<file path="src/rtl/xwd_pkg.sv">
package xwd_pkg;
   localparam int BYTE_W = 8;
   localparam int ADDR_W = 3;

   localparam logic [ADDR_W-1:0] OFS_CTRL = 3'd0;
   localparam logic [ADDR_W-1:0] OFS_SERV = 3'd1;
   localparam logic [ADDR_W-1:0] OFS_WLO  = 3'd2;
   localparam logic [ADDR_W-1:0] OFS_WHI  = 3'd3;
   localparam logic [ADDR_W-1:0] OFS_DIV  = 3'd5;

   localparam logic [BYTE_W-1:0] KEY_FIRST  = 8'hB4;
   localparam logic [BYTE_W-1:0] KEY_SECOND = 8'h2C;

   // packed so that bit 0 is run and bit 3 is interrupt enable
   typedef struct packed {
      logic irq_en;
      logic pin_en;
      logic pin_pol;
      logic run;
   } ctrl_t;

   typedef enum logic {KS_IDLE, KS_ARMED} key_st_t;
endpackage

</file>
<file path="src/rtl/xwd_regs.sv">
module xwd_regs
   import xwd_pkg::*;
(
   input  logic              clk,
   input  logic              rst_n,
   input  logic              wr,
   input  logic [ADDR_W-1:0] addr,
   input  logic [BYTE_W-1:0] wdata,
   output logic [BYTE_W-1:0] rdata,
   output logic              err,
   output ctrl_t             ctrl,
   output logic [BYTE_W-1:0] win_lo,
   output logic [BYTE_W-1:0] win_hi,
   output logic [BYTE_W-1:0] div,
   output logic              run_set,
   output logic              serv_wr
);
   // write-once byte registers: index 0 window low, 1 window high, 2 divider
   localparam int NB = 3;
   localparam logic [NB-1:0][ADDR_W-1:0] B_OFS = {OFS_DIV, OFS_WHI, OFS_WLO};
   localparam logic [NB-1:0][BYTE_W-1:0] B_RST = {8'h00, 8'hFF, 8'h00};

   logic [NB-1:0][BYTE_W-1:0] b_q;
   logic [NB-1:0]             b_done;
   logic [NB-1:0]             b_hit;
   logic [NB-1:0]             b_err;

   ctrl_t ctrl_q;
   ctrl_t ctrl_w;
   logic  ctrl_done;
   logic  hit_ctrl;
   logic  ctrl_diff;

   assign hit_ctrl  = wr && (addr == OFS_CTRL);
   assign serv_wr   = wr && (addr == OFS_SERV);
   assign ctrl_w    = ctrl_t'(wdata[3:0]);
   assign ctrl_diff = (ctrl_w.run != ctrl_q.run) || (ctrl_w.pin_pol != ctrl_q.pin_pol)
                    || (ctrl_w.pin_en != ctrl_q.pin_en);
   assign run_set   = hit_ctrl && !ctrl_done && ctrl_w.run;

   for (genvar i = 0; i < NB; i++) begin : g_once
      assign b_hit[i] = wr && (addr == B_OFS[i]);
      assign b_err[i] = b_hit[i] && b_done[i];

      a_r3_once_hold: assert property (@(posedge clk) disable iff (!rst_n)
         b_done[i] |=> $stable(b_q[i]));
   end

   always_ff @(posedge clk or negedge rst_n) begin
      if (!rst_n) begin
         b_q    <= B_RST;
         b_done <= '0;
      end else begin
         for (int i = 0; i < NB; i++) begin
            if (b_hit[i] && !b_done[i]) begin
               b_q[i]    <= wdata;
               b_done[i] <= 1'b1;
            end
         end
      end
   end

   always_ff @(posedge clk or negedge rst_n) begin
      if (!rst_n) begin
         ctrl_q    <= '0;
         ctrl_done <= 1'b0;
      end else if (hit_ctrl) begin
         ctrl_q.irq_en <= ctrl_w.irq_en;
         if (!ctrl_done) begin
            ctrl_q.run     <= ctrl_w.run;
            ctrl_q.pin_pol <= ctrl_w.pin_pol;
            ctrl_q.pin_en  <= ctrl_w.pin_en;
            ctrl_done      <= 1'b1;
         end
      end
   end

   assign err = (hit_ctrl && ctrl_done && ctrl_diff) || (|b_err);

   always_comb begin
      unique case (addr)
         OFS_CTRL: rdata = {4'b0000, ctrl_q};
         OFS_WLO:  rdata = b_q[0];
         OFS_WHI:  rdata = b_q[1];
         OFS_DIV:  rdata = b_q[2];
         default:  rdata = '0;
      endcase
   end

   assign ctrl   = ctrl_q;
   assign win_lo = b_q[0];
   assign win_hi = b_q[1];
   assign div    = b_q[2];

   a_r4_lock_hold: assert property (@(posedge clk) disable iff (!rst_n)
      ctrl_done |=> (ctrl_q.run == $past(ctrl_q.run)) && (ctrl_q.pin_en == $past(ctrl_q.pin_en))
                    && (ctrl_q.pin_pol == $past(ctrl_q.pin_pol)));
endmodule

</file>
<file path="src/rtl/xwd_prescale.sv">
module xwd_prescale
   import xwd_pkg::*;
#(
   parameter bit USE_DIV = 1'b1
) (
   input  logic              clk,
   input  logic              rst_n,
   input  logic              run,
   input  logic              tick_en,
   input  logic [BYTE_W-1:0] div,
   output logic              ptick
);
   if (USE_DIV) begin : g_div
      logic [BYTE_W-1:0] ph_q;
      logic              wrap;

      assign wrap  = (ph_q >= div);
      assign ptick = run && tick_en && wrap;

      always_ff @(posedge clk or negedge rst_n) begin
         if (!rst_n)       ph_q <= '0;
         else if (!run)    ph_q <= '0;
         else if (tick_en) ph_q <= wrap ? '0 : ph_q + 1'b1;
      end

      a_r6_phase_bound: assert property (@(posedge clk) disable iff (!rst_n)
         run && $past(run) && $stable(div) |-> (ph_q <= div));
   end else begin : g_pass
      logic unused_div;
      assign unused_div = |div;
      assign ptick = run && tick_en;
   end
endmodule

</file>
<file path="src/rtl/xwd_keyseq.sv">
module xwd_keyseq
   import xwd_pkg::*;
#(
   parameter int GAP_MAX = 15
) (
   input  logic              clk,
   input  logic              rst_n,
   input  logic              run,
   input  logic              serv_wr,
   input  logic [BYTE_W-1:0] wdata,
   output logic              key_ok,
   output logic              key_bad
);
   localparam int GW = $clog2(GAP_MAX + 1);

   key_st_t       st_q, st_d;
   logic [GW-1:0] gap_q, gap_d;

   always_comb begin
      st_d    = st_q;
      gap_d   = gap_q;
      key_ok  = 1'b0;
      key_bad = 1'b0;
      if (!run) begin
         st_d  = KS_IDLE;
         gap_d = '0;
      end else begin
         unique case (st_q)
            KS_IDLE: begin
               if (serv_wr) begin
                  if (wdata == KEY_FIRST) begin
                     st_d  = KS_ARMED;
                     gap_d = GW'(1);
                  end else begin
                     key_bad = 1'b1;
                  end
               end
            end
            KS_ARMED: begin
               if (serv_wr) begin
                  st_d  = KS_IDLE;
                  gap_d = '0;
                  if (wdata == KEY_SECOND) key_ok  = 1'b1;
                  else                     key_bad = 1'b1;
               end else if (gap_q >= GW'(GAP_MAX)) begin
                  st_d    = KS_IDLE;
                  gap_d   = '0;
                  key_bad = 1'b1;
               end else begin
                  gap_d = gap_q + GW'(1);
               end
            end
            default: st_d = KS_IDLE;
         endcase
      end
   end

   always_ff @(posedge clk or negedge rst_n) begin
      if (!rst_n) begin
         st_q  <= KS_IDLE;
         gap_q <= '0;
      end else begin
         st_q  <= st_d;
         gap_q <= gap_d;
      end
   end

   a_r9_gap_limit: assert property (@(posedge clk) disable iff (!rst_n)
      gap_q <= GW'(GAP_MAX));
   a_r9_armed_timing: assert property (@(posedge clk) disable iff (!rst_n)
      (st_q == KS_ARMED) |-> (gap_q != '0));
endmodule

</file>
<file path="src/rtl/xwd_core.sv">
module xwd_core
   import xwd_pkg::*;
(
   input  logic              clk,
   input  logic              rst_n,
   input  logic              run,
   input  logic              run_set,
   input  logic              ptick,
   input  logic              key_ok,
   input  logic              key_bad,
   input  logic              pin_act,
   input  logic [BYTE_W-1:0] win_lo,
   input  logic [BYTE_W-1:0] win_hi,
   output logic              mon
);
   logic [BYTE_W-1:0] cnt_q;
   logic              mon_q;
   logic              in_win;
   logic              good;
   logic              fault;

   assign in_win = (cnt_q >= win_lo) && (cnt_q <= win_hi);
   assign good   = key_ok && in_win;
   assign fault  = (key_ok && !in_win) || key_bad || pin_act || (cnt_q > win_hi);

   always_ff @(posedge clk or negedge rst_n) begin
      if (!rst_n) begin
         cnt_q <= '0;
         mon_q <= 1'b0;
      end else if (run_set) begin
         cnt_q <= '0;
         mon_q <= 1'b0;
      end else if (run) begin
         if (good)                       cnt_q <= '0;
         else if (ptick && cnt_q != '1)  cnt_q <= cnt_q + 1'b1;
         if (fault)      mon_q <= 1'b1;
         else if (good)  mon_q <= 1'b0;
      end
   end

   assign mon = mon_q;

   a_r5_cnt_step: assert property (@(posedge clk) disable iff (!rst_n)
      !$stable(cnt_q) |-> (cnt_q == $past(cnt_q) + 1'b1) || (cnt_q == '0));
   a_r5_expire: assert property (@(posedge clk) disable iff (!rst_n)
      run && (cnt_q > win_hi) |=> mon_q);
   a_r11_mon_hold: assert property (@(posedge clk) disable iff (!rst_n)
      mon_q && !key_ok |=> mon_q);
   a_r13_idle_quiet: assert property (@(posedge clk) disable iff (!rst_n)
      !run |-> !mon_q);
endmodule

</file>
<file path="src/rtl/xwd_monitor.sv">
module xwd_monitor
   import xwd_pkg::*;
#(
   parameter int GAP_MAX = 15,
   parameter bit USE_DIV = 1'b1
) (
   input  logic       clk,
   input  logic       rst_n,
   input  logic       tick_en,
   input  logic       bus_wr,
   input  logic [2:0] bus_addr,
   input  logic [7:0] bus_wdata,
   output logic [7:0] bus_rdata,
   output logic       bus_err,
   input  logic       ext_in,
   output logic       mon_out,
   output logic       irq
);
   if (GAP_MAX < 1 || GAP_MAX > 255) begin : g_bad_gap
      $error("xwd_monitor: GAP_MAX must lie in 1..255");
   end

   ctrl_t             ctrl;
   logic [BYTE_W-1:0] win_lo, win_hi, div;
   logic              run_set, serv_wr, ptick, key_ok, key_bad, pin_act;

   xwd_regs u_regs (
      .clk     (clk),
      .rst_n   (rst_n),
      .wr      (bus_wr),
      .addr    (bus_addr),
      .wdata   (bus_wdata),
      .rdata   (bus_rdata),
      .err     (bus_err),
      .ctrl    (ctrl),
      .win_lo  (win_lo),
      .win_hi  (win_hi),
      .div     (div),
      .run_set (run_set),
      .serv_wr (serv_wr)
   );

   xwd_prescale #(.USE_DIV(USE_DIV)) u_pre (
      .clk     (clk),
      .rst_n   (rst_n),
      .run     (ctrl.run),
      .tick_en (tick_en),
      .div     (div),
      .ptick   (ptick)
   );

   xwd_keyseq #(.GAP_MAX(GAP_MAX)) u_key (
      .clk     (clk),
      .rst_n   (rst_n),
      .run     (ctrl.run),
      .serv_wr (serv_wr),
      .wdata   (bus_wdata),
      .key_ok  (key_ok),
      .key_bad (key_bad)
   );

   assign pin_act = ctrl.run && ctrl.pin_en && (ext_in == ctrl.pin_pol);

   xwd_core u_core (
      .clk     (clk),
      .rst_n   (rst_n),
      .run     (ctrl.run),
      .run_set (run_set),
      .ptick   (ptick),
      .key_ok  (key_ok),
      .key_bad (key_bad),
      .pin_act (pin_act),
      .win_lo  (win_lo),
      .win_hi  (win_hi),
      .mon     (mon_out)
   );

   assign irq = ctrl.irq_en && mon_out;

   a_r10_pin_trip: assert property (@(posedge clk) disable iff (!rst_n)
      ctrl.run && ctrl.pin_en && (ext_in == ctrl.pin_pol) |=> mon_out);
endmodule

</file>
<file path="config.mk">
export PLATFORM = sky130hd
export DESIGN_NAME = xwd_monitor
export DESIGN_NICKNAME = d
export VERILOG_FILES = /design/src/rtl/xwd_pkg.sv /design/src/rtl/xwd_regs.sv /design/src/rtl/xwd_prescale.sv /design/src/rtl/xwd_keyseq.sv /design/src/rtl/xwd_core.sv /design/src/rtl/xwd_monitor.sv
export SDC_FILE = /design/constraint.sdc
export NUM_CORES = 1
export LEC_CHECK = 0
export ABC_AREA = 1
export BUFFER_PORTS_ARGS = -buffer_cell sky130_fd_sc_hd__buf_2
export CELL_PAD_IN_SITES_DETAIL_PLACEMENT = 1
export CELL_PAD_IN_SITES_GLOBAL_PLACEMENT = 1
export CORE_UTILIZATION = 45
export DETAILED_ROUTE_END_ITERATION = 6
export PLACE_DENSITY_LB_ADDON = 0.08
export SYNTH_ARGS = -nofsm -noshare
export SYNTH_HDL_FRONTEND = slang
export SYNTH_SLANG_ARGS = --single-unit
</file>
<file path="constraint.sdc">
create_clock -name clk -period 2.4 [get_ports clk]
set_clock_uncertainty 0.2 [all_clocks]
set_input_delay 0.48 -clock clk [delete_from_list [all_inputs] [get_ports clk]]
set_output_delay 0.48 -clock clk [all_outputs]
set_load 0.02 [all_outputs]
</file>
==> flow_results.org, run 1 <==
** Logic synthesis
- By area, the combinational part of the netlist is dominated by simple AND/OR/NAND/NOR gates.
- During synthesis, Yosys emitted a total of 0 warnings.
- After Yosys synthesis, full adders, half adders and majority gates account for 9.58% of the synthesized area.
- Xor/xnor share of the synthesized area :: 2.98%
- The synthesized netlist contains 37 unique library cells.
- Multiplexer share of the synthesized area :: 0%
- Post-synthesis instance total :: 450
- Portion of the post-synthesis area used by sequential elements :: 38.6%
- The mapped netlist covers 3520 um2.
- Post-synthesis sequential element count :: 54
- Post-Syn Nets :: 493
- Of the total synthesized cell area, the portion taken by AND, OR, NAND and NOR gates is 27.1%.
- Synthesized-area fraction occupied by ao, oa, aoi and oai cells :: 12.5%
- Avg Synthesized Cell Area :: 7.83 um2

** Layout
- Leaving out fill and tap cells, the most frequent cell in the layout is nand2_1.
- Share of post-route cells with drive strength above 1 :: 15.1%
- The final layout contains 525 nets.
- In the layout the commonest cells are 116 x nand2_1, 66 x inv_1, 46 x dfrtp_1.
- Layout area overhead :: 10.6%
- Multi-input combinational cell area :: 1840 um2
- Register cell area after layout :: 1360 um2
- The repair_antennas step left the layout with diodes totalling 0.
- Number of fillers in the final layout :: 937
- After routing the design area is 3900 um2.

** CTS
- The number of clock buffers added by TritonCTS is 5.
- TritonCTS built the clock tree.
- After clock tree synthesis, the flow added hold-fix buffers numbering 1.
- The clock passes through at most 2 buffers.
- Count of H-tree levels built during CTS :: 2
- Post-CTS resize count :: 0
- The clock reaches the later pin of the worst-skew pair after 320 ps.
- The tree is rooted in a clkbuf_8.
- Num Clock Sinks :: 54
- Post-CTS setup repair buffer count :: 0
- Post-CTS clock slew at the launch and capture registers of the worst setup and hold paths :: 100 ps

** Critical path
- Critical path buffer and inverter count :: 1
- Critical setup path kind :: flip-flop to output pin
- Among the stages of the critical path, the cell type that occurs most often is nand3_1.
- Critical Path End Type :: output pin
- Setup crit start kind :: flip-flop
- In this run the worst path has a maximum fanout of 7.
- Crit path arrival time :: 1580 ps
- Largest stage delay on the critical path :: 590 ps
- Broken down by cell family, the worst path's largest delay share belongs to flip-flops.
- The largest individual stage delay along the critical path comes from the cell dfrtp_1.
- Endpoint required time on the critical path :: 1720 ps
- Traced cell by cell, the critical path runs through xnor2_1 > nand3_1 > nand3_1 > o311ai_0 > buf_2.

** Timing
- In the final timing run, aggregate negative setup slack is 0 ps.
- Max Transition Viols Final :: 0
- Number of hold violations in the final report :: 0
- Subtracting the final worst setup slack from the clock period gives 2260 ps.
- After layout, the worst setup slack is 135 ps.
- The worst path uses 94.4% of the clock period.
- Headroom to the max-slew limit came out at 66.6%.
- Hold slack final :: 273 ps
- Static timing analysis puts the maximum clock frequency at 442 MHz.
- Setup violations remaining at the end of the flow were counted as 0.
- RSZ-0062 raised after global routing :: false
- Slew at the pin closest to its max-slew limit :: 500 ps

** Routing
- Number of violations reported at the end of detailed-routing iteration 0 :: 82
- Vias after detailed routing :: 3136
- Drt total wl :: 9430 um
- TritonRoute pass-1 iters :: 4
- Number of nets with antenna violations after detailed routing :: 0
- Via density :: 5.39
- In the routed design, unresolved DRC markers number 0.
- WL per Instance :: 16.2 um

** Die
- Initial cell density of the core :: 47.6%
- Die Width :: 90.5 um
- Count of boundary I/O pins :: 27
- Die footprint :: 8190 um2
- After floorplanning, the core was sized to cover 7410 um2.
- The die is 90.5 um tall.
- Count of standard-cell rows :: 31

** Global routing
- The first global-routing pass estimated 16000 um of wire.
- Pin count of the biggest net entering global routing :: 55
- The initial antenna violation count was 0.
- Across every metal layer, demand over resource in global routing totals 24.6%.
- Summed over all layers, the global routing overflow is 0.
- The number of global-route vias before repair was 3217.

** Run status
- Run status :: finished, final reports clean

** Placed design
- Placed instance area :: 3770 um2
- Last weighted congestion value of the routability-driven placer :: 0.826
- Worst Setup Slack post-DPL :: 184 ps
- Number of input and output port buffers inserted :: 26
- DP Wirelength :: 7440 um

** Min path
- The worst hold path belongs to the class primary input to flip-flop.

** Run
- Maximum capacitance violations :: 0

** Power
- Worst IR drop on VDD :: 0.299 mV
- Power per cell area :: 627 nW/um2
- Static leakage :: 1.88 nW
-- sequential cells by signal, indices dropped and copies added, names as in the netlist --
name and flops:
u_core.cnt_q 8, u_core.mon 1, u_key.gap_q 4, u_key.st_q 1, u_pre.g_div.ph_q 8, u_regs.b_done 3, u_regs.ctrl 4, u_regs.ctrl_done 1
u_regs.div 8, u_regs.win_hi 8, u_regs.win_lo 8
-- cell usage after synthesis (all sizes together) --
| cell type | instances | share of area, % |
|---|---|---|
| nand4 | 19 | 3.4 |
| a221oi | 1 | 0.25 |
| o21a | 3 | 0.64 |
| o2111ai | 2 | 0.50 |
| xor2 | 5 | 1.2 |
| inv | 69 | 7.3 |
| o31ai | 3 | 0.64 |
| ha | 27 | 9.6 |
| o221ai | 4 | 0.99 |
| dfrtp | 46 | 33 |
| nor2 | 44 | 5.5 |
| a22o | 1 | 0.25 |
| dfstp | 8 | 6.0 |
| o21ai | 38 | 6.2 |
| xnor2 | 7 | 1.7 |
| a32o | 1 | 0.28 |
| nand2 | 119 | 13 |
| or2 | 1 | 0.18 |
| buf | 8 | 1.8 |
| o22ai | 1 | 0.18 |
| a21oi | 11 | 1.6 |
| o311ai | 1 | 0.25 |
| nand3 | 27 | 4.8 |
| a221o | 1 | 0.28 |
| nor3 | 1 | 0.14 |
| a32oi | 1 | 0.25 |
| o21bai | 1 | 0.21 |
-- stage by stage --
stage          power, mW  instances  utilization, %
3_3_place_gp        1.78        573            50.9
5_1_grt             2.61        582            52.6
6_report            2.44        582            52.6
3_5_place_dp        1.81        573            50.9
2_1_floorplan       1.59        450               -
4_1_cts             2.48        582            52.6
-- worst reg2reg max path, delay by kind of cell, from the launching register on --
| family | cells | cell delay, ps |
|---|---|---|
| AOI/OAI and AO/OA | 1 | 120 |
| DFF | 1 | 440 |
| adders and majority gates | 1 | 310 |
| buffers and inverters | 2 | 230 |
| and+or+nand+nor | 7 | 750 |
-- worst paths after layout --
path,startpoint,end,slack (ps),depth (start not counted)
setup reg to reg,u_pre.g_div.ph_q[1]$_DFFE_PN0P_,u_core.cnt_q[6]$_DFFE_PN0P_,290,11
hold reg to reg,u_regs.div[3]$_DFFE_PN0P_,u_regs.div[3]$_DFFE_PN0P_,300,2
hold / removal,bus_wdata[1],u_regs.ctrl[1]$_DFFE_PN0P_,270,3
min in group asynchronous,rst_n,u_pre.g_div.ph_q[0]$_DFFE_PN0P_,480,3
setup / recovery,u_regs.ctrl[0]$_DFFE_PN0P_,bus_err,140,5
max in group asynchronous,rst_n,u_regs.win_hi[0]$_DFFE_PN1P_,1220,3
-- area by class of cell --
type	count	share of cell area [%]
Clock buffer	5	1.77
Clock inverter	3	1.22
Inverter	69	6.65
Multi-Input combinational cell	319	47.2
Sequential cell	54	34.9
Tap cell	99	3.18
Timing Repair Buffer	33	5.07
-- logic make-up after synthesis --
group                      Yosys count
buffers and inverters               77
AOI/OAI and AO/OA                   69
adders and majority gates           27
and+or+nand+nor                    211
xor gates and xnor gates            12
DFF                                 54
-- power by group --
| part | total, mW | switching (mW) | internal, mW |
|---|---|---|---|
| Clock | 0.652 | 0.335 | 0.317 |
| Sequential | 1.09 | 0.117 | 0.971 |
| Combinational | 0.704 | 0.437 | 0.267 |
-- per-layer routing --
layer	share of wire (%)	GRT usage, %	vias to the layer above
li1	-	-	1537
met1	46	31.1	1546
met2	50	43.8	40
met3	2.0	2.36	13
met4	2.2	8.33	0
met5	0	0	-
Note: power is estimated with default switching activity, not from simulation.
==> run 2: changes to the inputs <==
--- a/config.mk
+++ b/config.mk
@@ -9,9 +9,11 @@
 export BUFFER_PORTS_ARGS = -buffer_cell sky130_fd_sc_hd__buf_2
 export CELL_PAD_IN_SITES_DETAIL_PLACEMENT = 1
 export CELL_PAD_IN_SITES_GLOBAL_PLACEMENT = 1
+export CORE_MARGIN = 5
 export CORE_UTILIZATION = 45
 export DETAILED_ROUTE_END_ITERATION = 6
 export PLACE_DENSITY_LB_ADDON = 0.08
 export SYNTH_ARGS = -nofsm -noshare
 export SYNTH_HDL_FRONTEND = slang
+export SYNTH_HIERARCHICAL = 1
 export SYNTH_SLANG_ARGS = --single-unit
==> flow_results.org, run 2 <==
** CTS
- Post-CTS clock slew at the launch and capture registers of the worst setup and hold paths :: 100 ps
- Num Clock Sinks :: 54
- TritonCTS clock tree :: yes
- CTS Buf Count :: 5
- Count of H-tree levels built during CTS :: 2
- For the worst-skew pair, the clock arrives at the later sink with an insertion delay of 310 ps.
- Clock tree synthesis selected as its root buffer the cell clkbuf_8.
- No sink is reached through more buffers than the 2 on the longest clock path.

** Layout
- Leaving out fill and tap cells, the most frequent cells in the layout are 155 x nand2_1, 65 x inv_1, 46 x dfrtp_1.
- In the final layout, the share of cells above drive strength 1 is 22.9%.
- Counting the fill cells in the layout gives 1063.
- The finished layout holds 652 standard cells, fillers aside.
- Post-route cell area :: 4240 um2
- The library cell used most frequently in the layout, excluding fill and tap cells, is nand2_1.
- The repair_antennas step left the layout with diodes totalling 0.
- Layout area overhead :: 14.3%
- # nets final :: 589

** Global routing
- Global routing finished with a remaining overflow of 0.
- Entering global routing, the biggest net connects 55 pins.
- Antenna violations before repair :: 0
- The first global-routing pass estimated 17100 um of wire.
- The number of global-route vias before repair came to 3607.
- Global Route Usage Sum :: 21.1%

** Logic synthesis
- Avg Synthesized Cell Area :: 7.47 um2
- Unique cell type count in the Yosys netlist :: 34
- Post-synthesis sequential element count :: 54
- Sequential elements use 36.7% of the synthesized area.
- In this run the biggest area consumer among cell types represents 31.0% of the synthesized area.
- After synthesis, the most frequently instantiated cells are 162 x nand2_1, 69 x inv_1, 46 x dfrtp_1.
- Area contributors post-synth :: dfrtp_1 31%, nand2_1 16%, ha_1 9.1%
- Library cell with the highest instance count after synthesis :: nand2_1
- The Yosys step of the flow raised 6 warnings.
- The number of nets in the synthesized netlist is 540.
- Counting flops with an async set or reset pin after synthesis yields a share of 100%.
- Mapped cell area :: 3710 um2
- Top cell type by total area after synthesis :: dfrtp_1
- In the synthesized netlist the dominant register cell turns out to be dfrtp_1.
- Synthesis produced 497 cells.
- Yosys mapped a number of flops with a built-in enable equal to 0.

** Timing
- Relative slew margins :: 59.3%
- The worst path in the final design needs a cycle of 2350 ps, including I/O delays and setup.
- Setup repair after global routing could not meet its margin everywhere.
- The max-slew violation count was 0.
- The hold violation count in the final report was 0.
- Once routing completed, OpenROAD measured the worst setup slack at 47.2 ps.
- Slew at the pin closest to its max-slew limit :: 609 ps
- Timing would allow up to 425 MHz.
- The worst path uses 98.0% of the clock period.
- Setup violations remaining at the end of the flow were counted as 0.

** Power
- VDD sags by at most 0.208 mV.
- Total power draw :: 1.62 mW
- For this design the ratio of total power to cell area is 381 nW/um2.
- Static leakage :: 2.16 nW

** Critical path
- STA puts the critical path data required time at 2450 ps.
- The worst setup path is launched from a flip-flop.
- The worst setup path is captured at a flip-flop.
- The worst setup path is of the flip-flop to flip-flop kind.
- Data on the critical path arrives at its endpoint at 2410 ps.
- Maximum fanout along the worst path :: 3

** Placed design
- DP Wirelength :: 7760 um
- Worst Setup Slack post-DPL :: -38.3 ps
- Placed instance area :: 4070 um2
- Placed Cells incl. Taps :: 640
- The congestion estimate from routability-driven global placement came to 0.810.
- Number of input and output port buffers inserted :: 26

** Routing
- After detailed routing, the number of remaining DRC violations is 0.
- Across all layers, the routed design uses 3345 vias.
- In this run the remaining antenna-violating nets after routing total 0.
- Drt total wl :: 9730 um
- In the final routed layout, each cell accounts on average for 14.9 um.
- Using the TritonRoute via totals, the vias-per-cell ratio works out to 5.13.
- TritonRoute pass-1 iters :: 4
- Number of violations reported at the end of detailed-routing iteration 0 :: 89

** Die
- Count of boundary I/O pins :: 27
- In this run the standard cell core region covers 8130 um2.
- In this run the core area contains 33 standard-cell rows.
- For this configuration, the core starts out at a cell density of 45.6%.
- The die is 101 um tall.
- Die Width :: 101 um
- Die footprint :: 10200 um2

** Run status
- The run finished with clean final reports.

** Run
- Maximum capacitance violations :: 0

** Min path
- Worst min-delay path category :: primary input to flip-flop
run 2: layout make-up:
type | count | area [um2] | area share [%]
sequential | 54 | 1360 | 32.1
inverter | 81 | 304 | 7.17
multi-input combinational | 356 | 2040 | 48.2
tap | 105 | 131 | 3.10
clock inverter | 1 | 5.00 | 0.118
timing repair buffer | 48 | 310 | 7.32
clock buffer | 7 | 86.3 | 2.04
run 2: per-stage QoR:
step	utilization (%)	hold WS, ps	TNS (ps)
floorplan	-	-15.6	0
global placement	50.0	280	0
detailed placement	50.0	285	-38.3
CTS	51.3	223	0
global route	52.1	256	-120
finish	52.1	239	0
run 2: kinds of logic after synthesis:
| family | synth area share, % |
|---|---|
| adders and majority gates | 9.10 |
| AOI/OAI and AO/OA | 8.40 |
| and+or+nand+nor | 33.6 |
| xor gates and xnor gates | 2.60 |
| buffers and inverters | 9.58 |
| DFF | 36.7 |
run 2: final timing paths:
| kind | cells after the start | startpoint | slack (ps) | endpoint |
|---|---|---|---|---|
| setup reg to reg | 21 | u_regs/div[0]$_DFFE_PN0P_ | 50 | u_core/cnt_q[7]$_DFFE_PN0P_ |
| min in group asynchronous | 3 | rst_n | 500 | u_pre/g_div.ph_q[7]$_DFFE_PN0P_ |
| hold / removal | 3 | bus_wdata[1] | 240 | u_regs/ctrl[1]$_DFFE_PN0P_ |
| hold reg to reg | 2 | u_regs/win_hi[5]$_DFFE_PN1P_ | 300 | u_regs/win_hi[5]$_DFFE_PN1P_ |
| max in group asynchronous | 3 | rst_n | 1200 | u_regs/win_hi[1]$_DFFE_PN1P_ |
| setup / recovery | 21 | u_regs/div[0]$_DFFE_PN0P_ | 50 | u_core/cnt_q[7]$_DFFE_PN0P_ |
run 2: worst max-delay path, cell delays in order (launching register included):
cell and delay (ps):
dfrtp_1 430, ha_4 280, inv_2 20, nand2_1 60, nand2_1 50, nand2_1 60, nand2_1 70, nand2_2 70
nand2_4 50, nand2_2 50, nand2_2 60, inv_2 70, inv_2 30, nor2_2 100, nand2_2 80, nor2_4 140
nand2_4 70, nor2_4 120, nand2_2 60, nand2_2 80, nand2_2 50, nor2_2 90
run 2: repair_timing:
action	in CTS	in global routing
gates cloned	0	0
setup endpoints to repair	1	6
hold buffers	1	0
buffers inserted	0	3
hold endpoints to repair	46	0
gates resized for setup	2	15
pin swaps	1	12
run 2: where the power goes:
| group | switching [mW] | total [mW] | internal, mW |
|---|---|---|---|
| Clock | 0.312 | 0.546 | 0.234 |
| Combinational | 0.0995 | 0.144 | 0.0445 |
| Sequential | 0.00829 | 0.927 | 0.918 |
| Total | 0.420 | 1.62 | 1.20 |
run 2: routing by layer:
layer  global-route usage (%)  vias up  wire [um]
met1                     27.7     1628       4650
met4                     5.39        0        129
met5                        0        -          0
li1                         -     1670          -
met3                     3.04        9        228
met2                     36.3       38       4720
==> run 3: changes to the inputs <==
--- a/config.mk
+++ b/config.mk
@@ -6,12 +6,12 @@
 export NUM_CORES = 1
 export LEC_CHECK = 0
 export ABC_AREA = 1
-export BUFFER_PORTS_ARGS = -buffer_cell sky130_fd_sc_hd__buf_2
 export CELL_PAD_IN_SITES_DETAIL_PLACEMENT = 1
 export CELL_PAD_IN_SITES_GLOBAL_PLACEMENT = 1
 export CORE_MARGIN = 5
 export CORE_UTILIZATION = 45
 export DETAILED_ROUTE_END_ITERATION = 6
+export DONT_BUFFER_PORTS = 1
 export PLACE_DENSITY_LB_ADDON = 0.08
 export SYNTH_ARGS = -nofsm -noshare
 export SYNTH_HDL_FRONTEND = slang
==> flow_results.org, run 3 (synthesis results as in run 2) <==
** Routing
- Via density :: 5.25
- Highest metal used :: met4
- After detailed routing, the average wire length per cell comes to 15.6 um.
- Detailed routing inserted a total of 3270 vias.
- Number of violations reported at the end of detailed-routing iteration 0 :: 114
- The routed design uses 333 um of met3 wire.
- Before antenna repair, the detailed router went through 4 iterations.
- Number of nets with antenna violations after detailed routing :: 0
- DR WL met2 :: 4800 um
- Sum of routed wire segments on met1 :: 4500 um
- For this block, the routed nets add up to 9730 um of wire.
- For this run, design rule violations remaining after detail routing come to 0.

** Layout
- # nets final :: 560
- Number of fillers in the final layout :: 1079
- Register cell area after layout :: 1360 um2
- Share of post-route cells with drive strength above 1 :: 18.1%
- Ant. Diodes :: 0
- Most frequent cells in the layout :: 159 x nand2_1, 64 x inv_1, 46 x dfrtp_1
- The library cell used most frequently in the layout, excluding fill and tap cells, is nand2_1.
- Layout area overhead :: 9.81%
- Once layout is complete, the utilization of the core stands at 50.1%.
- Post-route cell area :: 4080 um2
- Multi-input combinational cell area :: 2020 um2

** Timing
- Max Transition Viols Final :: 0
- The worst path uses 96.1% of the clock period.
- The clock period could shrink to 2310 ps.
- Slew at the pin closest to its max-slew limit :: 662 ps
- Relative slew margins :: 55.7%
- Number of hold violations in the final report :: 0
- The tightest hold path in the finished design has a slack of 93.4 ps.
- Based on the critical path, the design can be clocked at up to 433 MHz.
- RSZ-0062 raised after global routing :: true
- Setup violations remaining at the end of the flow were counted as 0.
- After layout, the worst setup slack is 92.5 ps.

** Power
- The analysis attributes to net switching a power of 0.435 mW.
- The internal portion of the total power is 1.16 mW.
- In this run, the combinational gates consume 6.4% of the power.
- Static leakage :: 2.01 nW
- Relative contribution of the clock network to total power :: 35.0%
- VDD sags by at most 0.191 mV.
- Total power for the finished layout comes to 1.59 mW.
- Share of total power in sequential cells :: 58.6%
- Power spread over the standard cell area amounts to 391 nW/um2.
- Net switching is 27.3% of the power.

** Min path
- Counting instances, the worst hold path has a depth of 2.
- The startpoint identified for the worst hold timing path is bus_wdata[1].
- Capture endpoint of the worst hold path :: u_regs/ctrl[1]$_DFFE_PN0P_
- The path class of the tightest hold or removal check is primary input to flip-flop.

** Critical path
- The startpoint identified for the worst register-to-register timing path is u_pre/g_div.ph_q[0]$_DFFE_PN0P_.
- Across all register-to-register paths, the minimum setup slack is 90 ps.
- Setup crit start kind :: flip-flop
- Maximum fanout along the worst path :: 3
- In this run the worst setup path begins at u_pre/g_div.ph_q[0]$_DFFE_PN0P_.
- In this run the critical register-to-register path is captured at u_core/cnt_q[7]$_DFFE_PN0P_.
- Critical Path End Type :: flip-flop
- Crit path arrival time :: 2370 ps
- Critical setup path kind :: flip-flop to flip-flop
- For the worst flop-to-flop path, the logic depth is 22.
- Endpoint required time on the critical path :: 2460 ps

** CTS
- Clock-pin slew was measured on the worst setup and hold paths at 120 ps.
- TritonCTS clock tree :: yes
- Clock tree synthesis found a total of 54 sinks.
- Count of H-tree levels built during CTS :: 2
- Clk_lat worst skew :: 320 ps
- Clock Tree Root :: clkbuf_8
- Counting along the longest clock path gives a buffer depth of 2.
- Counting the buffers created by CTS gives 5.

** Placed design
- At the end of routability-driven placement, the weighted congestion stood at 0.804.
- Once placement finished, the instance area stood at 3880 um2.
- Summed over all nets, the half-perimeter wirelength after detailed placement is 7610 um.
- Number of input and output port buffers inserted :: 0
- Worst Setup Slack post-DPL :: 27.8 ps

** Die
- In this run the count of I/O pins placed on the die edge is 27.
- The die is 101 um wide.
- Once the floorplan was initialized, standard cells occupied 45.6% of the core.
- Core ar. :: 8130 um2
- Die footprint :: 10200 um2
- Chip height :: 101 um
- In this run the core area contains 33 standard-cell rows.

** Global routing
- Entering global routing, the biggest net connects 55 pins.
- Antenna violations before repair :: 0
- The number of global-route vias before repair came to 3522.
- Across every metal layer, demand over resource in global routing totals 20.6%.
- Wire length of the first global-routing pass :: 16900 um
- Remaining Overflow, GRT :: 0

** Run
- Maximum capacitance violations :: 0

** Run status
- The flow ran to the end, and the final reports show no timing, DRC or antenna violations.
## run 3: cell types whose count changed in the layout (fill, tap and decap cells not counted), sizes merged
cell / previous run / this run
clkbuf: 7 / 5
inv: 76 / 78
buf: 47 / 18
## run 3: how the worst max path moves through the flow
stage	to	slack (ps)	cells past startpoint
2_1_floorplan	u_core/cnt_q[7]$_DFFE_PN0P_	180	14
3_3_place_gp	u_core/cnt_q[7]$_DFFE_PN0P_	110	16
3_5_place_dp	u_core/cnt_q[7]$_DFFE_PN0P_	30	16
4_1_cts	u_core/cnt_q[7]$_DFFE_PN0P_	10	22
5_1_grt	u_core/cnt_q[7]$_DFFE_PN0P_	-80	22
6_report	u_core/cnt_q[7]$_DFFE_PN0P_	90	22
## run 3: layout make-up
cell class	instances	share of cell area, %
multi-input combinational	356	49.6
tap	105	3.22
clock inverter	3	0.553
inverter	81	7.46
clock buffer	5	1.69
sequential	54	33.4
timing repair buffer	19	4.05
## run 3: through the flow
step	TNS (ps)	instances
2_1_floorplan	0	497
3_3_place_gp	0	608
3_5_place_dp	0	608
4_1_cts	0	618
5_1_grt	-100	623
6_report	0	623
## run 3: per-layer routing
layer / track usage, % / up-vias
met4: 3.94 / 0
li1: - / 1617
met5: 0 / -
met3: 3.53 / 7
met1: 26.5 / 1605
met2: 36.5 / 41
## run 3: timing repair
item	4_1_cts	5_1_grt
pin swaps	0	12
resized for setup	1	11
setup buffers	0	5
hold endpoints to repair	54	0
endpoints found under the setup margin	1	5
gates cloned	0	0
hold buffers	2	0
## run 3: worst max-delay path, cell delays in order (launching register included)
cell and delay [ps]:
dfrtp_1 390, inv_2 60, ha_4 260, inv_2 30, nand2_1 50, nand2_1 50, nand2_1 60, nand2_1 60
nand2_2 80, nand2_4 50, nand2_2 50, nand2_2 40, inv_2 70, inv_2 40, nor2_2 80, nand2_2 80
nor2_4 120, nand2_2 70, nor2_2 130, nand2_1 50, nand2_1 70, nand2_1 60, nor2_2 90
## run 3: power groups by stage
stage / Sequential, mW / Clock [mW] / Combinational, mW
CTS: 0.934 / 0.582 / 0.105
detailed placement: 0.952 / 0 / 0.0773
global route: 0.936 / 0.614 / 0.117
finish: 0.934 / 0.558 / 0.103
floorplan: 0.947 / 0 / 0.0618
global placement: 0.952 / 0 / 0.0748
